**src/rtl/ataTfPkg.sv**
```systemverilog
package ataTfPkg;
  // status byte bit positions
  localparam int ST_BSY  = 7;
  localparam int ST_DRDY = 6;
  localparam int ST_DRQ  = 3;
  localparam int ST_ERR  = 0;
  // error byte value for an aborted command
  localparam logic [7:0] ERR_ABORT = 8'h04;

  typedef struct packed {
    logic wrTask;    // accepted write at command offsets 1..5
    logic wrDev;     // accepted Device register write
    logic wrDevCtl;  // accepted Device Control write
    logic clrErr;    // new command issued
    logic setAbrt;   // command finished as aborted
    logic rdWord;    // data word read while transfer requested
  } tfStrobe_t;
endpackage

```
**src/rtl/ataTfCtrl.sv**
```systemverilog
module ataTfCtrl
  import ataTfPkg::*;
#(
  parameter int BUSY_CYC  = 8,
  parameter int RESET_CYC = 6,
  parameter int WORDS     = 256,
  parameter logic [7:0] READ_CODE = 8'h20,
  localparam int BUSY_W = $clog2(BUSY_CYC + 1),
  localparam int RST_W  = $clog2(RESET_CYC + 1),
  localparam int IDX_W  = (WORDS > 1) ? $clog2(WORDS) : 1
) (
  input  logic             clk,
  input  logic             rstN,
  input  logic             regSel,
  input  logic [2:0]       addr,
  input  logic             rdEn,
  input  logic             wrEn,
  input  logic [7:0]       wrByte,
  input  logic             devMatch,
  input  logic             srst,
  input  logic             nIen,
  output tfStrobe_t        stb,
  output logic [7:0]       statusByte,
  output logic [IDX_W-1:0] wordIdx,
  output logic             pending,
  output logic             intrq
);
  logic bsy, drdy, drq, err, isRead;
  logic [BUSY_W-1:0] busyCnt;
  logic [RST_W-1:0]  rstCnt;
  logic cmdWr, goCmd, rdStatus, finish;

  always_comb begin
    cmdWr        = wrEn && !regSel;
    goCmd        = cmdWr && devMatch && !bsy && !srst && (addr == 3'd7);
    rdStatus     = rdEn && !regSel && devMatch && (addr == 3'd7);
    finish       = !srst && (rstCnt == '0) && (busyCnt == BUSY_W'(1));
    stb.wrTask   = cmdWr && devMatch && !bsy && (addr >= 3'd1) && (addr <= 3'd5);
    stb.wrDev    = cmdWr && !bsy && (addr == 3'd6);
    stb.wrDevCtl = wrEn && regSel && devMatch && (addr == 3'd2);
    stb.clrErr   = goCmd;
    stb.setAbrt  = finish && !isRead;
    stb.rdWord   = rdEn && !regSel && devMatch && (addr == 3'd0) && drq;
  end

  always_ff @(posedge clk) begin
    if (!rstN) begin
      bsy <= 1'b0; drdy <= 1'b1; drq <= 1'b0; err <= 1'b0;
      isRead <= 1'b0; busyCnt <= '0; rstCnt <= '0;
      wordIdx <= '0; pending <= 1'b0;
    end else begin
      if (rdStatus) pending <= 1'b0;
      if (srst) begin
        bsy <= 1'b1; drdy <= 1'b0; drq <= 1'b0; err <= 1'b0;
        pending <= 1'b0; busyCnt <= '0;
        rstCnt <= RST_W'(RESET_CYC);
      end else if (rstCnt != '0) begin
        rstCnt <= rstCnt - RST_W'(1);
        if (rstCnt == RST_W'(1)) begin
          bsy  <= 1'b0;
          drdy <= 1'b1;
        end
      end else if (busyCnt != '0) begin
        busyCnt <= busyCnt - BUSY_W'(1);
        if (finish) begin
          bsy     <= 1'b0;
          drdy    <= 1'b1;
          pending <= 1'b1;
          drq     <= isRead;
          err     <= !isRead;
          wordIdx <= '0;
        end
      end else if (goCmd) begin
        bsy <= 1'b1; drdy <= 1'b0; drq <= 1'b0; err <= 1'b0;
        pending <= 1'b0;
        isRead  <= (wrByte == READ_CODE);
        busyCnt <= BUSY_W'(BUSY_CYC);
      end else if (stb.rdWord) begin
        wordIdx <= wordIdx + IDX_W'(1);
        if (wordIdx == IDX_W'(WORDS - 1)) drq <= 1'b0;
      end
    end
  end

  always_comb begin
    statusByte          = '0;
    statusByte[ST_BSY]  = bsy;
    statusByte[ST_DRDY] = drdy;
    statusByte[ST_DRQ]  = drq;
    statusByte[ST_ERR]  = err;
    intrq               = pending && !nIen;
  end
endmodule

```
**src/rtl/ataTfData.sv**
```systemverilog
module ataTfData
  import ataTfPkg::*;
#(
  parameter int DEV_ID = 0,
  parameter int IDX_W  = 8
) (
  input  logic             clk,
  input  logic             rstN,
  input  logic             regSel,
  input  logic [2:0]       addr,
  input  logic             rdEn,
  input  logic [7:0]       wrByte,
  input  tfStrobe_t        stb,
  input  logic [7:0]       statusByte,
  input  logic [IDX_W-1:0] wordIdx,
  output logic [15:0]      rdData,
  output logic             devMatch,
  output logic             srst,
  output logic             nIen
);
  logic [7:0] features, secCnt, lbaLo, lbaMid, lbaHi, errReg;
  logic       lbaMode, devBit;
  logic [3:0] lbaTop;
  logic [15:0] rdNext;

  always_ff @(posedge clk) begin
    if (!rstN) begin
      features <= '0; secCnt <= '0; lbaLo <= '0; lbaMid <= '0; lbaHi <= '0;
      lbaMode <= 1'b0; devBit <= 1'b0; lbaTop <= '0;
    end else begin
      if (stb.wrTask) begin
        case (addr)
          3'd1:    features <= wrByte;
          3'd2:    secCnt   <= wrByte;
          3'd3:    lbaLo    <= wrByte;
          3'd4:    lbaMid   <= wrByte;
          default: lbaHi    <= wrByte;
        endcase
      end
      if (stb.wrDev) begin
        lbaMode <= wrByte[6];
        devBit  <= wrByte[4];
        lbaTop  <= wrByte[3:0];
      end
    end
  end

  always_ff @(posedge clk) begin
    if (!rstN) begin
      srst <= 1'b0; nIen <= 1'b0; errReg <= '0;
    end else begin
      if (stb.wrDevCtl) begin
        srst <= wrByte[2];
        nIen <= wrByte[1];
      end
      if (srst || stb.clrErr) errReg <= '0;
      else if (stb.setAbrt)   errReg <= ERR_ABORT;
    end
  end

  assign devMatch = (devBit == DEV_ID[0]);

  always_comb begin
    rdNext = '0;
    if (devMatch) begin
      if (!regSel) begin
        case (addr)
          3'd0: rdNext = stb.rdWord ? {lbaLo, 8'(wordIdx)} : 16'h0;
          3'd1: rdNext = {8'h0, errReg};
          3'd2: rdNext = {8'h0, secCnt};
          3'd3: rdNext = {8'h0, lbaLo};
          3'd4: rdNext = {8'h0, lbaMid};
          3'd5: rdNext = {8'h0, lbaHi};
          3'd6: rdNext = {8'h0, 1'b1, lbaMode, 1'b1, devBit, lbaTop};
          default: rdNext = {8'h0, statusByte};
        endcase
      end else if (addr == 3'd2) begin
        rdNext = {8'h0, statusByte};
      end
    end
  end

  always_ff @(posedge clk) begin
    if (!rstN)     rdData <= '0;
    else if (rdEn) rdData <= rdNext;
  end

  logic unusedFeat;
  assign unusedFeat = ^features;
endmodule

```
**src/rtl/ataTaskFile.sv**
```systemverilog
module ataTaskFile
  import ataTfPkg::*;
#(
  parameter int DEV_ID    = 0,
  parameter int BUSY_CYC  = 8,
  parameter int RESET_CYC = 6,
  parameter int WORDS     = 256,
  parameter logic [7:0] READ_CODE = 8'h20,
  localparam int IDX_W = (WORDS > 1) ? $clog2(WORDS) : 1
) (
  input  logic        clk,
  input  logic        rstN,
  input  logic        regSel,
  input  logic [2:0]  addr,
  input  logic        rdEn,
  input  logic        wrEn,
  input  logic [7:0]  wrData,
  output logic [15:0] rdData,
  output logic        intrq
);
  tfStrobe_t        stb;
  logic [7:0]       statusByte;
  logic [IDX_W-1:0] wordIdx;
  logic             devMatch, srst, nIen, pending;

  ataTfCtrl #(
    .BUSY_CYC(BUSY_CYC), .RESET_CYC(RESET_CYC),
    .WORDS(WORDS), .READ_CODE(READ_CODE)
  ) uCtrl (
    .clk(clk), .rstN(rstN), .regSel(regSel), .addr(addr),
    .rdEn(rdEn), .wrEn(wrEn), .wrByte(wrData),
    .devMatch(devMatch), .srst(srst), .nIen(nIen),
    .stb(stb), .statusByte(statusByte), .wordIdx(wordIdx),
    .pending(pending), .intrq(intrq)
  );

  ataTfData #(.DEV_ID(DEV_ID), .IDX_W(IDX_W)) uData (
    .clk(clk), .rstN(rstN), .regSel(regSel), .addr(addr),
    .rdEn(rdEn), .wrByte(wrData), .stb(stb),
    .statusByte(statusByte), .wordIdx(wordIdx),
    .rdData(rdData), .devMatch(devMatch), .srst(srst), .nIen(nIen)
  );
endmodule

```
**config.mk**
```make
export PLATFORM = sky130hd
export DESIGN_NAME = ataTaskFile
export DESIGN_NICKNAME = d
export VERILOG_FILES = /design/src/rtl/ataTfPkg.sv /design/src/rtl/ataTfCtrl.sv /design/src/rtl/ataTfData.sv /design/src/rtl/ataTaskFile.sv
export SDC_FILE = /design/constraint.sdc
export NUM_CORES = 1
export LEC_CHECK = 0
export ABC_CLOCK_PERIOD_IN_PS = 1750
export BUFFER_PORTS_ARGS = -buffer_cell sky130_fd_sc_hd__buf_2
export CELL_PAD_IN_SITES_DETAIL_PLACEMENT = 1
export CELL_PAD_IN_SITES_GLOBAL_PLACEMENT = 2
export CORE_ASPECT_RATIO = 0.7
export CORE_UTILIZATION = 25
export DETAILED_ROUTE_END_ITERATION = 16
export GPL_TIMING_DRIVEN = 0
export PLACE_DENSITY_LB_ADDON = 0.1
export SYNTH_ARGS = -nofsm -noshare
export SYNTH_HDL_FRONTEND = slang
export SYNTH_SLANG_ARGS = --single-unit
```
**constraint.sdc**
```tcl
create_clock -name clk -period 1.75 [get_ports clk]
set_input_delay 0.0875 -clock clk [delete_from_list [all_inputs] [get_ports clk]]
set_output_delay 0.0875 -clock clk [all_outputs]
set_load 0.1 [all_outputs]
```
* After elaboration in Yosys (flattened, before gate mapping)
Cells that the tools add are included.
** Operators by class
- Add/sub/neg operators :: 3
- $lt $le $gt $ge :: 2
- Eq/ne operators :: 15
- Muxes and demuxes :: 37
- Bitwise operators :: 6
- Reductions and logical operators :: 50
** Operators by type and width (number)
- $pmux W16 S7 :: 1
- $mux W16 :: 3
- $mux W8 :: 5
- $mux W1 :: 24
- $logic_and A1 B1 Y1 :: 21
- $eq A3 B3 Y1 const B :: 4
- $reduce_and A2 Y1 :: 5
- $reduce_bool A3 Y1 :: 3
- $add A8 B1 Y8 const B :: 1
- $eq A8 B6 Y1 const B :: 1
- $eq A8 B8 Y1 const B :: 1
- $mux W4 :: 2
- $reduce_and A4 Y1 :: 2
- $reduce_bool A4 Y1 :: 2
- $eq A3 B1 Y1 const B :: 2
- $eq A3 B2 Y1 const B :: 2
- $logic_not A3 Y1 :: 2
- $mux W3 :: 2
- $not A1 Y1 :: 6
- $reduce_and A3 Y1 :: 2
- $reduce_bool A2 Y1 :: 3
- $logic_not A1 Y1 :: 5
- $reduce_and A5 Y1 :: 1
- $eq A4 B1 Y1 const B :: 1
- other kinds (11) :: 12
** Word-level totals
- Bits in registers :: 78
- Bits of input ports :: 16
- Output and inout bits :: 17
- Logic and storage cells :: 134

* Longest topological paths before layout
- Depth after elaboration :: 10
- Gate-level depth with buffers :: 7
- Mapped depth without buffers :: 6

* Hierarchy
From an unflattened synthesis, not the netlist that was laid out.
** Unflattened totals
- Cells, all modules :: 476
- Area, all modules :: 4002.6 um^2
** Modules (own cells, without submodules)
- ataTfData :: instances 1, cells an instance 318, area an instance 2735.1 um^2, seq. area each 1141.1 um^2
- ataTfCtrl :: instances 1, cells an instance 158, area an instance 1267.5 um^2, seq. area each 420.4 um^2

* Worst setup path before layout
Ideal clock, no wire load.
- Kind :: flip-flop to output port
- Start point :: reg uCtrl.pending
- End point :: out intrq
- Arrival time :: 1.661 ns
- Required time :: 1.662 ns
- Slack :: 0.002 ns
- Cell stages (with the launch flop) :: 2
- Path buffers :: 0
- Cells stage by stage :: dfxtp_1 > nor2b_1
** On the way
- Longest elaborated chain between the ends :: 1
** Ends and longest elaborated chain
- start: declaration :: RTL line ataTfCtrl.sv:25 : output logic pending,
- start signal: assignment :: RTL line ataTfCtrl.sv:50 : wordIdx <= '0; pending <= 1'b0;
- start signal: assignment :: RTL line ataTfCtrl.sv:52 : if (rdStatus) pending <= 1'b0;
- start signal: assignment :: RTL line ataTfCtrl.sv:55 : pending <= 1'b0; busyCnt <= '0;
- $logic_and A1 B1 Y1 :: RTL line ataTfCtrl.sv:91 : intrq = pending && !nIen;
- end: declaration :: RTL line ataTaskFile.sv:19 : output logic intrq
Every way passes these cells.

* Worst setup path in the final report
- Start point :: reg uData.srst
- End point :: reg uCtrl.wordIdx[0]
** On the way
- Longest elaborated chain between the ends :: 5
- Elaborated cells on any way between the ends :: 9
- Classes of those cells :: 2 x eq/ne; 1 x bitwise; 6 x reduce/logical
** Ends and longest elaborated chain
- start: declaration :: RTL line ataTfData.sv:18 : output logic srst,
- start signal: assignment :: RTL line ataTfData.sv:53 : srst <= wrByte[2];
- $logic_not A1 Y1 :: RTL line ataTfCtrl.sv:35, ataTfCtrl.sv:37
- $logic_and A1 B1 Y1, on equally long branches (2 in series) :: RTL line ataTfCtrl.sv:35, ataTfCtrl.sv:37
- $ne A2 B2 Y1 (no line) / $ne A2 B1 Y1 (equally long branches)
- $reduce_and A5 Y1 (no line) (*)
- end signal: assignment :: RTL line ataTfCtrl.sv:79 : wordIdx <= wordIdx + IDX_W'(1);
- end: declaration :: RTL line ataTfCtrl.sv:24 : output logic [IDX_W-1:0] wordIdx,
Mark *: on every way between the ends. The rest lies on a longest branch, timed or not.
A chain may end at the register's enable or synchronous reset.

==> impl_metrics.env <==
export IMPL_p_sw_share_pct=34.28
export IMPL_slew_viol_final=0
export IMPL_synthCells=433
export IMPL_port_buffers=30
export IMPL_drt_pass1_iter_count=4
export IMPL_vias=3478
export IMPL_wl_mm=14.35
export IMPL_holdPathStages=3
export IMPL_synth_seq_cells=78
export IMPL_root_buffer="clkbuf_16"
export IMPL_nets=510
export IMPL_synth_ff_type="dfxtp_1"
export IMPL_die_h_um=104.2
export IMPL_layoutNonFillerInstCount=687
export IMPL_clockPowerShare_pct=33.9
export IMPL_min_period_ps=1741
export IMPL_tightest_slew_ps=707.5
export IMPL_hold_ws_ps=66.93
export IMPL_finalSetupTns_ps=0
export IMPL_avgSynthCellArea_um2=8.623
export IMPL_overflow=0
export IMPL_yosysSeqAreaShare_pct=41.82
export IMPL_p_per_area_nw_per_um2=1120
export IMPL_gp_congestion=0.7567
export IMPL_drc=0
export IMPL_clk_latency_ps=340
export IMPL_r2r_cells=5
export IMPL_seqPwrFrac_pct=37.8
export IMPL_dp_cells=653
export IMPL_fillers=1691
export IMPL_clock_sinks=78
export IMPL_gr_usage_all_layers_pct=19.50
export IMPL_antenna_found_initial=0
export IMPL_initial_utilization_pct=26.23
export IMPL_drive_gt1_share_pct=24.80
export IMPL_maxSlewHeadroom_pct=52.83
export IMPL_ant_nets=0
export IMPL_synth_warnings=0
export IMPL_synth_top_cell_area_share_pct=41.82
export IMPL_clk_pin_slew_ps=70
export IMPL_crit_fanout=6
export IMPL_wire_per_inst_um=20.89
export IMPL_critical_path_max_stage_delay_ps=460
export IMPL_hold_buffers=0
export IMPL_arrival_ps=2000
export IMPL_cap_violations=0
export IMPL_cts_tree="done"
export IMPL_syn_nets=452
export IMPL_rrSetupSlack_ps=9
export IMPL_p_leak_nw=1.897
export IMPL_min_from="wrData[7]"
export IMPL_hold_end="uData.lbaMid[7]"
export IMPL_timing_rr_start="uData.srst"
export IMPL_die_area_um2=15440
export IMPL_boundaryPins=33
export IMPL_hpwlAfterDp_mm=10.54
export IMPL_synth_edf_count=0
export IMPL_async_flop_share_pct=0
export IMPL_cp_end_kind="register"
export IMPL_status="complete, no violations"
export IMPL_cts_buffers=9
export IMPL_yosys_area_top_type="dfxtp_1"
export IMPL_irDropWorstVdd_v=0.0006130
export IMPL_row_count=36
export IMPL_critPathKind="register to register"
export IMPL_path_cells="nor4_4 > nand2_2 > buf_6 > or4b_1 > a21oi_1"
export IMPL_yosysUniqueCellTypes=60
export IMPL_first_iter_violations=179
export IMPL_period_share_pct=99.47
export IMPL_combPwrFrac_pct=28.3
export IMPL_critPathSlowestCell="or4b_1"
export IMPL_r2r_end="uCtrl.wordIdx[0]"
export IMPL_syn_cell_area_um2=3734
export IMPL_skew_ps=7.933
export IMPL_core_area_um2=14230
export IMPL_required_ps=2010
export IMPL_final_core_util_pct=33.05
export IMPL_syn_to_final_growth_pct=26.01
export IMPL_p_sw_mw=1.807
export IMPL_grt_max_degree=14
export IMPL_fmax_mhz=574.5
export IMPL_viasPerCell=5.063
export IMPL_die_w_um=148.1
export IMPL_cts_max_path_buffers=2
export IMPL_grt_pass1_wl_mm=22.12
export IMPL_ys_top_cells_by_area="dfxtp_1, a21oi_1, mux2i_1"
export IMPL_start_kind="register"
export IMPL_intPower_mw=3.464
export IMPL_setup_viol=0
export IMPL_hold_path_class="input port to register"
export IMPL_htreeDepth=3
export IMPL_grt_pass1_vias=3526
export IMPL_hold_violations=0
export IMPL_rsz0062_at_grt="true"
[Yosys cell counts (6+ instances only)]
master    number
and3_1         6
nand4_1        7
nand2_1       39
nand3_1       11
a31oi_1        7
clkbuf_1      16
inv_1         10
a221oi_1       7
buf_2          7
o21ai_0       19
or4_1          7
mux2i_1       25
dfxtp_1       78
nor2_1        45
a21oi_1       51
nor2b_1       21
[worst max-delay path, delay by kind of cell (launching register included)]
kind | cells | cell delay, ps
compound gates | 1 | 150
buf+inv | 1 | 140
flops | 1 | 370
simple gates | 3 | 1000
[stage by stage]
stage | setup slack, ps | total power [mW] | instance area, um^2
6_report | 9.336 | 5.271 | 4705
5_1_grt | -31.95 | 5.528 | 4702
4_1_cts | 7.895 | 5.272 | 4592
3_5_place_dp | -491.3 | 3.205 | 4121
3_3_place_gp | -515.5 | 3.202 | 4121
2_1_floorplan | 1.557 | 2.807 | 3734
[kinds of logic (layout without fill, tap and decap cells)]
family | after synthesis | count (layout) | share of synthesized area [%]
xor gates and xnor gates | 1 | 1 | 0.2346
AOI/OAI and AO/OA | 116 | 116 | 19.77
adders and majority gates | 3 | 3 | 1.005
DFF | 78 | 78 | 41.82
other | 0 | 1 | 0
buffers and inverters | 37 | 100 | 4.189
and+or+nand+nor | 170 | 170 | 25.37
muxes | 28 | 28 | 7.607
[worst max-delay path by stage]
stage                                 from               end  cells past startpoint
after detailed placement           addr[1]   uData.rdData[0]                      7
after global placement             addr[1]   uData.rdData[0]                      7
after floorplan              uCtrl.pending             intrq                      1
after CTS                 uCtrl.busyCnt[1]  uCtrl.wordIdx[6]                      5
after global routing             uCtrl.drq  uCtrl.wordIdx[6]                      6
final                           uData.srst  uCtrl.wordIdx[0]                      5
[final cells by class]
class / count / area [um^2] / area share (%)
multi-input cells: 318 / 2131 / 45.29
flip-flops and latches: 78 / 1582 / 33.62
repair buffers: 49 / 316.6 / 6.729
clock buffers: 11 / 242.7 / 5.160
well taps: 190 / 237.7 / 5.053
plain buffers: 25 / 120.1 / 2.553
inverters: 10 / 37.54 / 0.7979
clock inverters: 5 / 35.03 / 0.7447
diodes: 1 / 2.502 / 0.05319
[flip-flops by register name, summed over array words and instances, names as in the netlist, 3 cells and up]
signal         count
uData.rdData      16
uData.lbaMid       8
uData.lbaTop       4
uCtrl.busyCnt      4
uCtrl.wordIdx      8
uData.secCnt       8
uData.lbaHi        8
uData.lbaLo        8
uCtrl.rstCnt       3
[power groups by stage]
stage	sequential (mW)	clock [mW]	combinational, mW
floorplan	2.00	0	0.811
global placement	2.00	0	1.21
detailed placement	2.00	0	1.20
CTS	1.98	1.84	1.45
global route	2.00	1.92	1.61
finish	1.99	1.79	1.49
[cell usage in the layout (no fill, tap or decap), types with 3 or more instances in the layout]
master,instances
dfxtp_1,68
a21oi_2,3
o31ai_1,3
and3_1,6
or4_1,4
dfxtp_2,7
nand3b_1,3
o211ai_1,3
a221oi_1,6
mux2i_1,25
nand2_1,39
buf_4,16
or4_4,3
nand2b_1,3
nor2b_1,19
nor4b_4,3
inv_1,10
clkbuf_16,9
buf_2,37
a31o_2,4
nand4_1,7
nor2_1,44
dfxtp_4,3
clkbuf_1,13
a31oi_1,7
mux2_2,3
o21ai_0,18
nand3_1,11
buf_6,4
a21oi_1,48
[routing by layer]
metal	vias up	wire (um)	global-route usage, %
met2	61	5882	26.63
met5	-	0	0
li1	1694	-	-
met4	0	52	4.124
met3	5	920	3.860
met1	1718	7498	30.57
[timing repair]
item	4_1_cts	5_1_grt
pin swaps	7	11
endpoints found under the setup margin	60	37
gates resized for setup	28	23
buffers inserted	11	8
Power figures use the tool's default switching activity.
